===== src/rtl/uc_axi_pkg.sv =====
package uc_axi_pkg;

  typedef enum logic [1:0] {
    MK_DEV  = 2'd0,
    MK_NC   = 2'd1,
    MK_WT   = 2'd2,
    MK_WALK = 2'd3
  } mem_kind_e;

  typedef enum logic [2:0] {
    S_IDLE,
    S_WR,
    S_WB,
    S_RA,
    S_RD
  } seq_state_e;

  localparam logic [1:0] BURST_INCR = 2'b01;
  localparam logic [1:0] RESP_OKAY  = 2'b00;

endpackage


===== src/rtl/uc_axi_shape.sv =====
module uc_axi_shape
  import uc_axi_pkg::*;
#(
  parameter int DATA_W     = 128,
  parameter int LINE_BYTES = 64
) (
  input  logic                      write,
  input  logic [$clog2(LINE_BYTES)-1:0] addr_lo,
  input  logic [1:0]                kind,
  input  logic                      shared,
  input  logic                      excl,
  input  logic [2:0]                size,
  input  logic [2:0]                len,
  output logic                      legal,
  output logic                      lock,
  output logic [7:0]                axlen
);
  localparam int STRB_W    = DATA_W / 8;
  localparam int OFF_W     = $clog2(STRB_W);
  localparam int FULL_SIZE = OFF_W;
  localparam int LINE_W    = $clog2(LINE_BYTES);
  localparam int BPL       = LINE_BYTES / STRB_W;

  logic len_ok, size_ok, align_ok, multi, multi_ok, kind_ok, excl_ok;
  int   beat_end;

  always_comb begin
    len_ok  = (len == 3'd1) || (len == 3'd2) || (len == 3'd4);
    size_ok = (int'(size) <= FULL_SIZE);
    multi   = (len != 3'd1);

    align_ok = 1'b1;
    for (int i = 0; i < OFF_W; i++) begin
      if ((i < int'(size)) && addr_lo[i]) align_ok = 1'b0;
    end

    beat_end = int'(addr_lo[LINE_W-1:OFF_W]) + int'(len);
    multi_ok = !multi || ((int'(size) == FULL_SIZE) && (beat_end <= BPL));
    excl_ok  = !(excl && multi);

    kind_ok = 1'b1;
    if (kind == MK_WALK) begin
      kind_ok = !write && !excl && !multi && ((size == 3'd2) || (size == 3'd3));
    end else if ((kind == MK_NC) || (kind == MK_WT)) begin
      if (!write && !excl && !multi && (size < 3'd2)) kind_ok = 1'b0;
    end

    legal = len_ok && size_ok && align_ok && multi_ok && excl_ok && kind_ok;
    lock  = excl && (kind != MK_WALK) && ((kind == MK_DEV) || shared);
    axlen = {5'b0, len - 3'd1};
  end

endmodule


===== src/rtl/uc_axi_lane.sv =====
module uc_axi_lane #(
  parameter int DATA_W = 128
) (
  input  logic                          multi,
  input  logic [2:0]                    size,
  input  logic [$clog2(DATA_W/8)-1:0]   off,
  input  logic [DATA_W/8-1:0]           be_in,
  input  logic [DATA_W-1:0]             data_in,
  output logic [DATA_W/8-1:0]           strb_out,
  output logic [DATA_W-1:0]             data_out
);
  localparam int STRB_W = DATA_W / 8;

  logic [STRB_W-1:0] width_mask;

  always_comb begin
    for (int i = 0; i < STRB_W; i++) begin
      width_mask[i] = (i < (1 << size));
    end
    if (multi) begin
      strb_out = be_in;
      data_out = data_in;
    end else begin
      strb_out = (be_in & width_mask) << off;
      data_out = data_in << {off, 3'b000};
    end
  end

endmodule


===== src/rtl/uc_axi_seq.sv =====
module uc_axi_seq
  import uc_axi_pkg::*;
#(
  parameter int ADDR_W = 32,
  parameter int DATA_W = 128
) (
  input  logic                        clk,
  input  logic                        rst,
  input  logic                        req_valid,
  output logic                        req_ready,
  input  logic                        req_write,
  input  logic [ADDR_W-1:0]           req_addr,
  input  logic [2:0]                  req_size,
  input  logic [2:0]                  req_len,
  input  logic                        legal,
  input  logic                        lock,
  input  logic [7:0]                  axlen,
  output logic [2:0]                  cur_size,
  output logic [$clog2(DATA_W/8)-1:0] cur_off,
  output logic                        cur_multi,
  input  logic                        wd_valid,
  output logic                        wd_ready,
  input  logic [DATA_W/8-1:0]         lane_strb,
  input  logic [DATA_W-1:0]           lane_data,
  output logic                        rd_valid,
  output logic [DATA_W-1:0]           rd_data,
  output logic                        rej,
  output logic                        cpl,
  output logic [1:0]                  cpl_resp,
  output logic                        awvalid,
  input  logic                        awready,
  output logic [ADDR_W-1:0]           awaddr,
  output logic [7:0]                  awlen,
  output logic [2:0]                  awsize,
  output logic [1:0]                  awburst,
  output logic                        awlock,
  output logic                        wvalid,
  input  logic                        wready,
  output logic [DATA_W-1:0]           wdata,
  output logic [DATA_W/8-1:0]         wstrb,
  output logic                        wlast,
  input  logic                        bvalid,
  output logic                        bready,
  input  logic [1:0]                  bresp,
  output logic                        arvalid,
  input  logic                        arready,
  output logic [ADDR_W-1:0]           araddr,
  output logic [7:0]                  arlen,
  output logic [2:0]                  arsize,
  output logic [1:0]                  arburst,
  output logic                        arlock,
  input  logic                        rvalid,
  output logic                        rready,
  input  logic [DATA_W-1:0]           rdata,
  input  logic [1:0]                  rresp,
  input  logic                        rlast
);
  localparam int STRB_W = DATA_W / 8;
  localparam int OFF_W  = $clog2(STRB_W);

  seq_state_e  state;
  logic [2:0]  beats_left;
  logic        aw_done, w_done, has_err;
  logic [1:0]  err_code;
  logic        aw_fire, w_fire, wd_fire;

  assign req_ready = (state == S_IDLE);
  assign bready    = (state == S_WB);
  assign rready    = (state == S_RD);
  assign wd_ready  = (state == S_WR) && (beats_left != 3'd0) && (!wvalid || wready);
  assign wd_fire   = wd_valid && wd_ready;
  assign aw_fire   = awvalid && awready;
  assign w_fire    = wvalid && wready;

  always_ff @(posedge clk) begin
    if (rst) begin
      state      <= S_IDLE;
      beats_left <= '0;
      aw_done    <= 1'b0;
      w_done     <= 1'b0;
      has_err    <= 1'b0;
      err_code   <= RESP_OKAY;
      cur_size   <= '0;
      cur_off    <= '0;
      cur_multi  <= 1'b0;
      rd_valid   <= 1'b0;
      rd_data    <= '0;
      rej        <= 1'b0;
      cpl        <= 1'b0;
      cpl_resp   <= RESP_OKAY;
      awvalid    <= 1'b0;
      awaddr     <= '0;
      awlen      <= '0;
      awsize     <= '0;
      awburst    <= '0;
      awlock     <= 1'b0;
      wvalid     <= 1'b0;
      wdata      <= '0;
      wstrb      <= '0;
      wlast      <= 1'b0;
      arvalid    <= 1'b0;
      araddr     <= '0;
      arlen      <= '0;
      arsize     <= '0;
      arburst    <= '0;
      arlock     <= 1'b0;
    end else begin
      rej      <= 1'b0;
      cpl      <= 1'b0;
      rd_valid <= 1'b0;
      unique case (state)
        S_IDLE: begin
          if (req_valid) begin
            if (!legal) begin
              rej <= 1'b1;
            end else begin
              cur_size  <= req_size;
              cur_off   <= req_addr[OFF_W-1:0];
              cur_multi <= (req_len != 3'd1);
              has_err   <= 1'b0;
              err_code  <= RESP_OKAY;
              if (req_write) begin
                awvalid    <= 1'b1;
                awaddr     <= req_addr;
                awlen      <= axlen;
                awsize     <= req_size;
                awburst    <= BURST_INCR;
                awlock     <= lock;
                beats_left <= req_len;
                aw_done    <= 1'b0;
                w_done     <= 1'b0;
                state      <= S_WR;
              end else begin
                arvalid <= 1'b1;
                araddr  <= req_addr;
                arlen   <= axlen;
                arsize  <= req_size;
                arburst <= BURST_INCR;
                arlock  <= lock;
                state   <= S_RA;
              end
            end
          end
        end
        S_WR: begin
          if (aw_fire) begin
            awvalid <= 1'b0;
            aw_done <= 1'b1;
          end
          if (wd_fire) begin
            wvalid     <= 1'b1;
            wdata      <= lane_data;
            wstrb      <= lane_strb;
            wlast      <= (beats_left == 3'd1);
            beats_left <= beats_left - 3'd1;
          end else if (w_fire) begin
            wvalid <= 1'b0;
            wlast  <= 1'b0;
          end
          if (w_fire && wlast) w_done <= 1'b1;
          if ((aw_done || aw_fire) && (w_done || (w_fire && wlast))) begin
            state <= S_WB;
          end
        end
        S_WB: begin
          if (bvalid) begin
            cpl      <= 1'b1;
            cpl_resp <= bresp;
            state    <= S_IDLE;
          end
        end
        S_RA: begin
          if (arready) begin
            arvalid <= 1'b0;
            state   <= S_RD;
          end
        end
        S_RD: begin
          if (rvalid) begin
            rd_valid <= 1'b1;
            rd_data  <= rdata;
            if (rresp[1] && !has_err) begin
              has_err  <= 1'b1;
              err_code <= rresp;
            end
            if (rlast) begin
              cpl      <= 1'b1;
              cpl_resp <= has_err ? err_code : rresp;
              state    <= S_IDLE;
            end
          end
        end
        default: state <= S_IDLE;
      endcase
    end
  end

endmodule


===== src/rtl/uc_axi_fmt.sv =====
module uc_axi_fmt
  import uc_axi_pkg::*;
#(
  parameter int ADDR_W     = 32,
  parameter int DATA_W     = 128,
  parameter int LINE_BYTES = 64
) (
  input  logic                 clk,
  input  logic                 rst,
  input  logic                 req_valid,
  output logic                 req_ready,
  input  logic                 req_write,
  input  logic [ADDR_W-1:0]    req_addr,
  input  logic [1:0]           req_kind,
  input  logic                 req_shared,
  input  logic                 req_excl,
  input  logic [2:0]           req_size,
  input  logic [2:0]           req_len,
  input  logic                 wd_valid,
  output logic                 wd_ready,
  input  logic [DATA_W-1:0]    wd_data,
  input  logic [DATA_W/8-1:0]  wd_be,
  output logic                 rd_valid,
  output logic [DATA_W-1:0]    rd_data,
  output logic                 rej,
  output logic                 cpl,
  output logic [1:0]           cpl_resp,
  output logic                 awvalid,
  input  logic                 awready,
  output logic [ADDR_W-1:0]    awaddr,
  output logic [7:0]           awlen,
  output logic [2:0]           awsize,
  output logic [1:0]           awburst,
  output logic                 awlock,
  output logic                 wvalid,
  input  logic                 wready,
  output logic [DATA_W-1:0]    wdata,
  output logic [DATA_W/8-1:0]  wstrb,
  output logic                 wlast,
  input  logic                 bvalid,
  output logic                 bready,
  input  logic [1:0]           bresp,
  output logic                 arvalid,
  input  logic                 arready,
  output logic [ADDR_W-1:0]    araddr,
  output logic [7:0]           arlen,
  output logic [2:0]           arsize,
  output logic [1:0]           arburst,
  output logic                 arlock,
  input  logic                 rvalid,
  output logic                 rready,
  input  logic [DATA_W-1:0]    rdata,
  input  logic [1:0]           rresp,
  input  logic                 rlast
);
  localparam int STRB_W = DATA_W / 8;
  localparam int OFF_W  = $clog2(STRB_W);
  localparam int LINE_W = $clog2(LINE_BYTES);

  logic              shp_legal, shp_lock;
  logic [7:0]        shp_len;
  logic [2:0]        cur_size;
  logic [OFF_W-1:0]  cur_off;
  logic              cur_multi;
  logic [STRB_W-1:0] lane_strb;
  logic [DATA_W-1:0] lane_data;

  uc_axi_shape #(.DATA_W(DATA_W), .LINE_BYTES(LINE_BYTES)) shape_i (
    .write   (req_write),
    .addr_lo (req_addr[LINE_W-1:0]),
    .kind    (req_kind),
    .shared  (req_shared),
    .excl    (req_excl),
    .size    (req_size),
    .len     (req_len),
    .legal   (shp_legal),
    .lock    (shp_lock),
    .axlen   (shp_len)
  );

  uc_axi_lane #(.DATA_W(DATA_W)) lane_i (
    .multi    (cur_multi),
    .size     (cur_size),
    .off      (cur_off),
    .be_in    (wd_be),
    .data_in  (wd_data),
    .strb_out (lane_strb),
    .data_out (lane_data)
  );

  uc_axi_seq #(.ADDR_W(ADDR_W), .DATA_W(DATA_W)) seq_i (
    .clk       (clk),
    .rst       (rst),
    .req_valid (req_valid),
    .req_ready (req_ready),
    .req_write (req_write),
    .req_addr  (req_addr),
    .req_size  (req_size),
    .req_len   (req_len),
    .legal     (shp_legal),
    .lock      (shp_lock),
    .axlen     (shp_len),
    .cur_size  (cur_size),
    .cur_off   (cur_off),
    .cur_multi (cur_multi),
    .wd_valid  (wd_valid),
    .wd_ready  (wd_ready),
    .lane_strb (lane_strb),
    .lane_data (lane_data),
    .rd_valid  (rd_valid),
    .rd_data   (rd_data),
    .rej       (rej),
    .cpl       (cpl),
    .cpl_resp  (cpl_resp),
    .awvalid   (awvalid),
    .awready   (awready),
    .awaddr    (awaddr),
    .awlen     (awlen),
    .awsize    (awsize),
    .awburst   (awburst),
    .awlock    (awlock),
    .wvalid    (wvalid),
    .wready    (wready),
    .wdata     (wdata),
    .wstrb     (wstrb),
    .wlast     (wlast),
    .bvalid    (bvalid),
    .bready    (bready),
    .bresp     (bresp),
    .arvalid   (arvalid),
    .arready   (arready),
    .araddr    (araddr),
    .arlen     (arlen),
    .arsize    (arsize),
    .arburst   (arburst),
    .arlock    (arlock),
    .rvalid    (rvalid),
    .rready    (rready),
    .rdata     (rdata),
    .rresp     (rresp),
    .rlast     (rlast)
  );

endmodule


===== config.mk =====
export PLATFORM = sky130hd
export DESIGN_NAME = uc_axi_fmt
export DESIGN_NICKNAME = d
export VERILOG_FILES = /design/src/rtl/uc_axi_pkg.sv /design/src/rtl/uc_axi_shape.sv /design/src/rtl/uc_axi_lane.sv /design/src/rtl/uc_axi_seq.sv /design/src/rtl/uc_axi_fmt.sv
export SDC_FILE = /design/constraint.sdc
export NUM_CORES = 1
export LEC_CHECK = 0
export ABC_AREA = 1
export CAP_MARGIN = 25
export CORE_AREA = 5 5 270 272
export CTS_BUF_LIST = sky130_fd_sc_hd__clkbuf_8
export CTS_CLUSTER_DIAMETER = 100
export CTS_CLUSTER_SIZE = 14
export DETAILED_ROUTE_END_ITERATION = 7
export DIE_AREA = 0 0 275 277
export GPL_TIMING_DRIVEN = 0
export SETUP_SLACK_MARGIN = 0.3
export SLEW_MARGIN = 25
export SYNTH_ARGS = -nofsm -noshare
export SYNTH_HDL_FRONTEND = slang
export SYNTH_SLANG_ARGS = --single-unit

===== constraint.sdc =====
create_clock -name clk -period 2.6 [get_ports clk]
set_input_delay 0.52 -clock clk [delete_from_list [all_inputs] [get_ports clk]]
set_output_delay 0.52 -clock clk [all_outputs]
set_load 0.1 [all_outputs]

### Word level (Yosys, flattened, before mapping)

Cells that the tools add are included.

* output and inout port bits: 377
* flip-flop bits (word level): 380
* bits of input ports: 329

* equal/unequal tests: 29
* mux-type cells: 64
* reduce and logical (&&, ||, !) cells: 63
* shift operators: 3
* bitwise operators: 5
* add/subtract/negate cells: 3
* order comparisons: 23

Operators by type and width (number)
* $lt 5x32->1 const A: 8
* $lt 4x32->1 const A: 4
* $mux 128: 1
* $shl 128x7->128: 1
* $lt 3x32->1 const A: 2
* $mux 3: 11
* $le 32x4->1 const B: 1
* $lt 1x32->1 const A: 1
* $lt 2x32->1 const A: 1
* $mux 1: 32
* $shl 1x3->32 const A: 1
* $logic_and 1x1->1: 25
* $reduce_and 5->1: 5
* $mux 2: 9
* $and 16x16->16: 1
* $mux 16: 1
* $ne 2x2->1 const B: 8
* $shl 16x4->16: 1
* $eq 3x2->1 const B: 5
* $pmux 3 s5: 1
* $ne 2x1->1 const B: 6
* $pmux 1 s2: 6
* $reduce_and 4->1: 3
* $reduce_bool 2->1: 5
* other kinds (24): 51

### Logic depth before layout (Yosys ltp)

* depth after elaboration: 13
* gate-level depth with buffers: 16
* depth with buffers taken out: 14

### Modules after synthesis

A second synthesis with hierarchy kept.

* cells, all modules: 3306
* area total of the unflattened synthesis: 20805.0 sq um

By module, submodules not included
* uc_axi_seq: cells each 1768, times used 1, area each 13803.2 sq um
* uc_axi_lane: cells each 1462, times used 1, area each 6592.6 sq um
* uc_axi_shape: cells each 76, times used 1, area each 409.1 sq um

### Least setup slack after synthesis

No wires, ideal clock.

* path type: flip-flop to flip-flop
* start: reg seq_i.state[1]
* end: reg seq_i.state[1]
* library setup time: 0.113 ns
* path slack: -0.654 ns
* data arrival time: 3.141 ns
* cell stages (with the launch flop): 11
* path buffers: 0
* cell sequence: dfxtp_1 > inv_1 > nor3_1 > nand2_1 > o21ai_0 > nor2_1 > nor3b_1 > nand2_1 > nand2_1 > nand2_1 > nor2_1

* word-level cells in the longest chain between the ends: 3
* elaborated cells between the ends (all ways): 14

RTL lines
* start, declared: line uc_axi_seq.sv:61 `seq_state_e state;`
* start signal, assigned: line uc_axi_seq.sv:77 `state <= S_IDLE;`
* start signal, assigned: line uc_axi_seq.sv:132 `state <= S_WR;`
* start signal, assigned: line uc_axi_seq.sv:140 `state <= S_RA;`
* $eq 3x2->1 *
* net bready: line uc_axi_fmt.sv:41 `output logic bready,`
* $ne 2x2->1 (no line)
* $reduce_and 7->1 (no line)

Mark *: on every way through the listed nets, which the timed path passes. The rest lies on a longest branch.
A chain may end at the register's enable or synchronous reset.

### Worst setup path in the final report

* start: reg seq_i.cur_off[0]
* end: reg seq_i.wdata[108]

* word-level cells in the longest chain between the ends: 2

RTL lines
* start, declared: line uc_axi_seq.sv:19 `output logic [$clog2(DATA_W/8)-1:0] cur_off,`
* start signal, assigned: line uc_axi_seq.sv:118 `cur_off <= req_addr[OFF_W-1:0];`
* $shl 128x7->128: line uc_axi_lane.sv:25 `data_out = data_in << {off, 3'b000};`
* $mux 128: line uc_axi_lane.sv:20 `if (multi) begin`
* end signal, assigned: line uc_axi_seq.sv:152 `wdata <= lane_data;`
* end, declared: line uc_axi_seq.sv:39 `output logic [DATA_W-1:0] wdata,`

No other way between the ends.

==> impl_metrics.py <==
metrics = {
    "status": {
        "status": "complete, no violations",
    },
    "setup_path": {
        "cp_slowest_cell": "dfxtp_1",
        "start_kind": "flop",
        "arrival_ns": 2.89,
        "crit_type": "reg -> reg",
        "worstPathCellList": "buf_6 -> inv_2 -> buf_4 -> clkbuf_4 -> nand2_1 -> nand2_1 -> o21ai_2 -> nand2_1 -> o21ai_1 -> inv_1 -> nand2_1 -> o211ai_1 -> nand2_1 -> inv_1",
        "crit_required_ns": 3.13,
        "cp_common_cell": "nand2_1",
        "end_kind": "flop",
        "path_max_fanout": 10,
        "max_stage_delay_ns": 0.34,
    },
    "floorplan": {
        "design.die.area_um2": 76200,
        "die_x_um": 275,
        "initial_core_util_pct": 29.2,
        "die-height_um": 277,
        "rows": 98,
        "ios": 706,
        "core_area_um2": 70500,
    },
    "global_route": {
        "grt.total_usage_pct": 38.4,
        "met1_usage_pct": 50.8,
        "antenna_found_initial": 12,
        "grt_util_met2_pct": 57.6,
        "grt_pass1_vias": 25455,
        "grt_max_degree": 15,
        "use_met3_pct": 13.3,
        "grt_pass1_wl_um": 207000,
        "busiest_layer": "met2",
        "grt_overflow": 0,
    },
    "timing": {
        "rsz0062_at_grt": "yes",
        "max-slew-margin-rel_pct": 29.1,
        "fmax_ghz": 0.425,
        "hold_violations": 0,
        "fin_crit_sh_pct": 90.6,
        "worst_pin_slew_ns": 1.06,
        "min_period_ns": 2.36,
        "finalSetupViolations": 0,
        "clock_skew_ns": 0.0325,
        "slew_viol_final": 0,
        "tns_ns": 0,
    },
    "logic_synthesis": {
        "synth_enable_flop_cells": 0,
        "ys_warn_count": 0,
        "async_flop_share_pct": 0,
        "netlist_instances": 3232,
        "syn-mean-instance-area_um2": 6.37,
        "ys_ff_latch": 380,
        "syn_area_um2": 20600,
        "synth_flop_cell": "dfxtp_1",
        "seq_area_frac_synth_pct": 36.9,
        "yosys.cell_types.count": 46,
    },
    "finish": {
        "fill_cells": 7693,
        "layout_commonest_cell": "nand2_1",
        "fin_nets": 4330,
        "drive_gt1_share_pct": 19.7,
        "area_growth_pct": 44.5,
        "fin_area_um2": 29800,
        "final_util_pct": 42.2,
        "final_cell_mix": "909 x nand2_1, 375 x dfxtp_1, 360 x a21oi_1",
    },
    "power_and_ir_drop": {
        "total_power_mw": 11.5,
        "intPower_mw": 7.93,
        "p_per_area_nw_per_um2": 386,
        "switchingPower_mw": 3.56,
        "swShare_pct": 31.0,
        "irDropWorstVdd_mv": 0.319,
        "comb_power_share_pct": 17.2,
        "power_leakage_nw": 13.0,
        "clkPwrFrac_pct": 32.1,
        "seq_power_share_pct": 50.7,
    },
    "cts": {
        "cts_hold_buf": 0,
        "path_clk_slew_ns": 0.10,
        "cts_buffers": 34,
        "tritoncts": "built",
        "cts_buffer_depth": 3,
        "cts_sinks": 380,
        "worstSkewPairLatency_ns": 0.65,
        "htreeDepth": 2,
        "cts_root_buf": "clkbuf_8",
    },
    "place": {
        "placed_area_um2": 28900,
        "dpl.hpwl_um": 125000,
        "portBuffers": 689,
        "place.gp.congestion": 1.08,
    },
    "route": {
        "wirelength_um": 154000,
        "drtPass1Iterations": 8,
        "antenna_left": 0,
        "wl_per_cell_um": 31.0,
        "drtIter0Drc": 3496,
        "drc": 0,
        "via_per_inst": 5.44,
        "vias": 26940,
    },
    "run": {
        "cap_violations": 0,
    },
    "worst_hold_path": {
        "min_path_type": "in -> reg",
    },
}
## layout make-up
type | instances | area, um2 | share of cell area, %
Clock inverter | 7 | 76.3 | 0.256
Buffer | 276 | 1620 | 5.44
Sequential cell | 380 | 7620 | 25.6
Inverter | 198 | 752 | 2.53
Clock buffer | 37 | 509 | 1.71
Timing Repair Buffer | 710 | 6210 | 20.9
Tap cell | 950 | 1190 | 3.99
Multi-Input combinational cell | 2389 | 11800 | 39.5
Antenna cell | 7 | 17.5 | 0.0589
## power by group through the flow
stage | Combinational, mW | Clock (mW) | Sequential [mW]
after floorplan | 0.588 | 0 | 5.99
after global placement | 1.81 | 0 | 5.96
after detailed placement | 1.78 | 0 | 5.96
after CTS | 1.85 | 3.77 | 5.82
after global routing | 2.01 | 3.96 | 5.82
final | 1.98 | 3.69 | 5.82
## synth_stat cells (2+ instances only)
cell type  instances  share of area, %
inv_2              7              0.13
buf_1             26              0.47
nand2_2           21              0.64
nand3_2            2             0.097
nand2_1          918                17
nor3_1            15              0.36
buf_2             63               1.5
o211ai_1          35               1.3
buf_4             15              0.55
o22ai_1            4              0.12
nand4_1            2             0.061
a211oi_1           5              0.18
or2_1              2             0.061
clkbuf_1         162               3.0
and2_0             7              0.21
ha_1              11              0.67
o21a_1             7              0.26
and2_1            14              0.43
a31oi_1           40               1.2
o21ai_1           16              0.39
buf_6             10              0.55
o31ai_1            2             0.073
a22oi_1           15              0.55
dfxtp_1          380                37
inv_1            190               3.5
nor2_1           270               4.9
mux2i_1           28               1.4
or2_2             15              0.46
a21oi_1          378               9.2
o21ai_0          270               6.6
nand3_1          287               7.0
## worst paths after layout
check	start	endpoint	slack [ns]	cells after the start
min	req_write	seq_i.araddr[0]	0.20	3
max	seq_i.cur_off[0]	seq_i.wdata[108]	0.24	14
max reg2reg	seq_i.cur_off[0]	seq_i.wdata[108]	0.24	14
min reg2reg	seq_i.aw_done	seq_i.aw_done	0.46	2
## critical path: cells and delay by family, from the launching register on
kind                   cells  cell delay (ns)
AOI/OAI and AO/OA          3             0.55
buffers and inverters      6             0.79
DFF                        1             0.34
and+or+nand+nor            5             0.58
## per-stage QoR
step	hold WS, ns	setup slack [ns]	std cells
3_5_place_dp	0.441	-0.909	4883
3_3_place_gp	0.438	-0.945	4882
5_1_grt	0.169	0.172	4949
4_1_cts	0.159	0.0915	4939
2_1_floorplan	0.427	0.144	3243
6_report	0.197	0.245	4954
## sequential cells by signal (all words and copies together), names as in the netlist, 2 cells and up
signal	count
seq_i.arlen	3
seq_i.wdata	128
seq_i.awlen	3
seq_i.rd_data	128
seq_i.araddr	32
seq_i.wstrb	16
seq_i.arsize	3
seq_i.cur_size	3
seq_i.beats_left	3
seq_i.awaddr	32
seq_i.cpl_resp	2
seq_i.awsize	3
seq_i.cur_off	4
seq_i.state	3
seq_i.err_code	2
## routing by layer
layer / wire length [um] / vias to the layer above
li1: - / 12058
met1: 62900 / 12855
met2: 64900 / 1688
met3: 18500 / 333
met4: 7270 / 6
met5: 39 / -
## cell families (layout without fill, tap and decap cells)
kind of cell | count (synthesis) | after routing | synth area share, %
adders and majority gates | 12 | 12 | 0.766
muxes | 28 | 28 | 1.36
xor gates and xnor gates | 2 | 2 | 0.0851
and+or+nand+nor | 1557 | 1557 | 31.1
other | 1 | 19 | 0.0182
AOI/OAI and AO/OA | 778 | 778 | 20.1
buffers and inverters | 474 | 1228 | 9.66
DFF | 380 | 380 | 36.9
## what timing repair did
| item | CTS | global route |
|---|---|---|
| gates resized for setup | 876 | 555 |
| endpoints found under the setup margin | 611 | 435 |
| pin swaps | 8 | 9 |
| setup buffers | 12 | 8 |
| endpoints found under the hold margin | 0 | 0 |
Power figures use the tool's default switching activity.
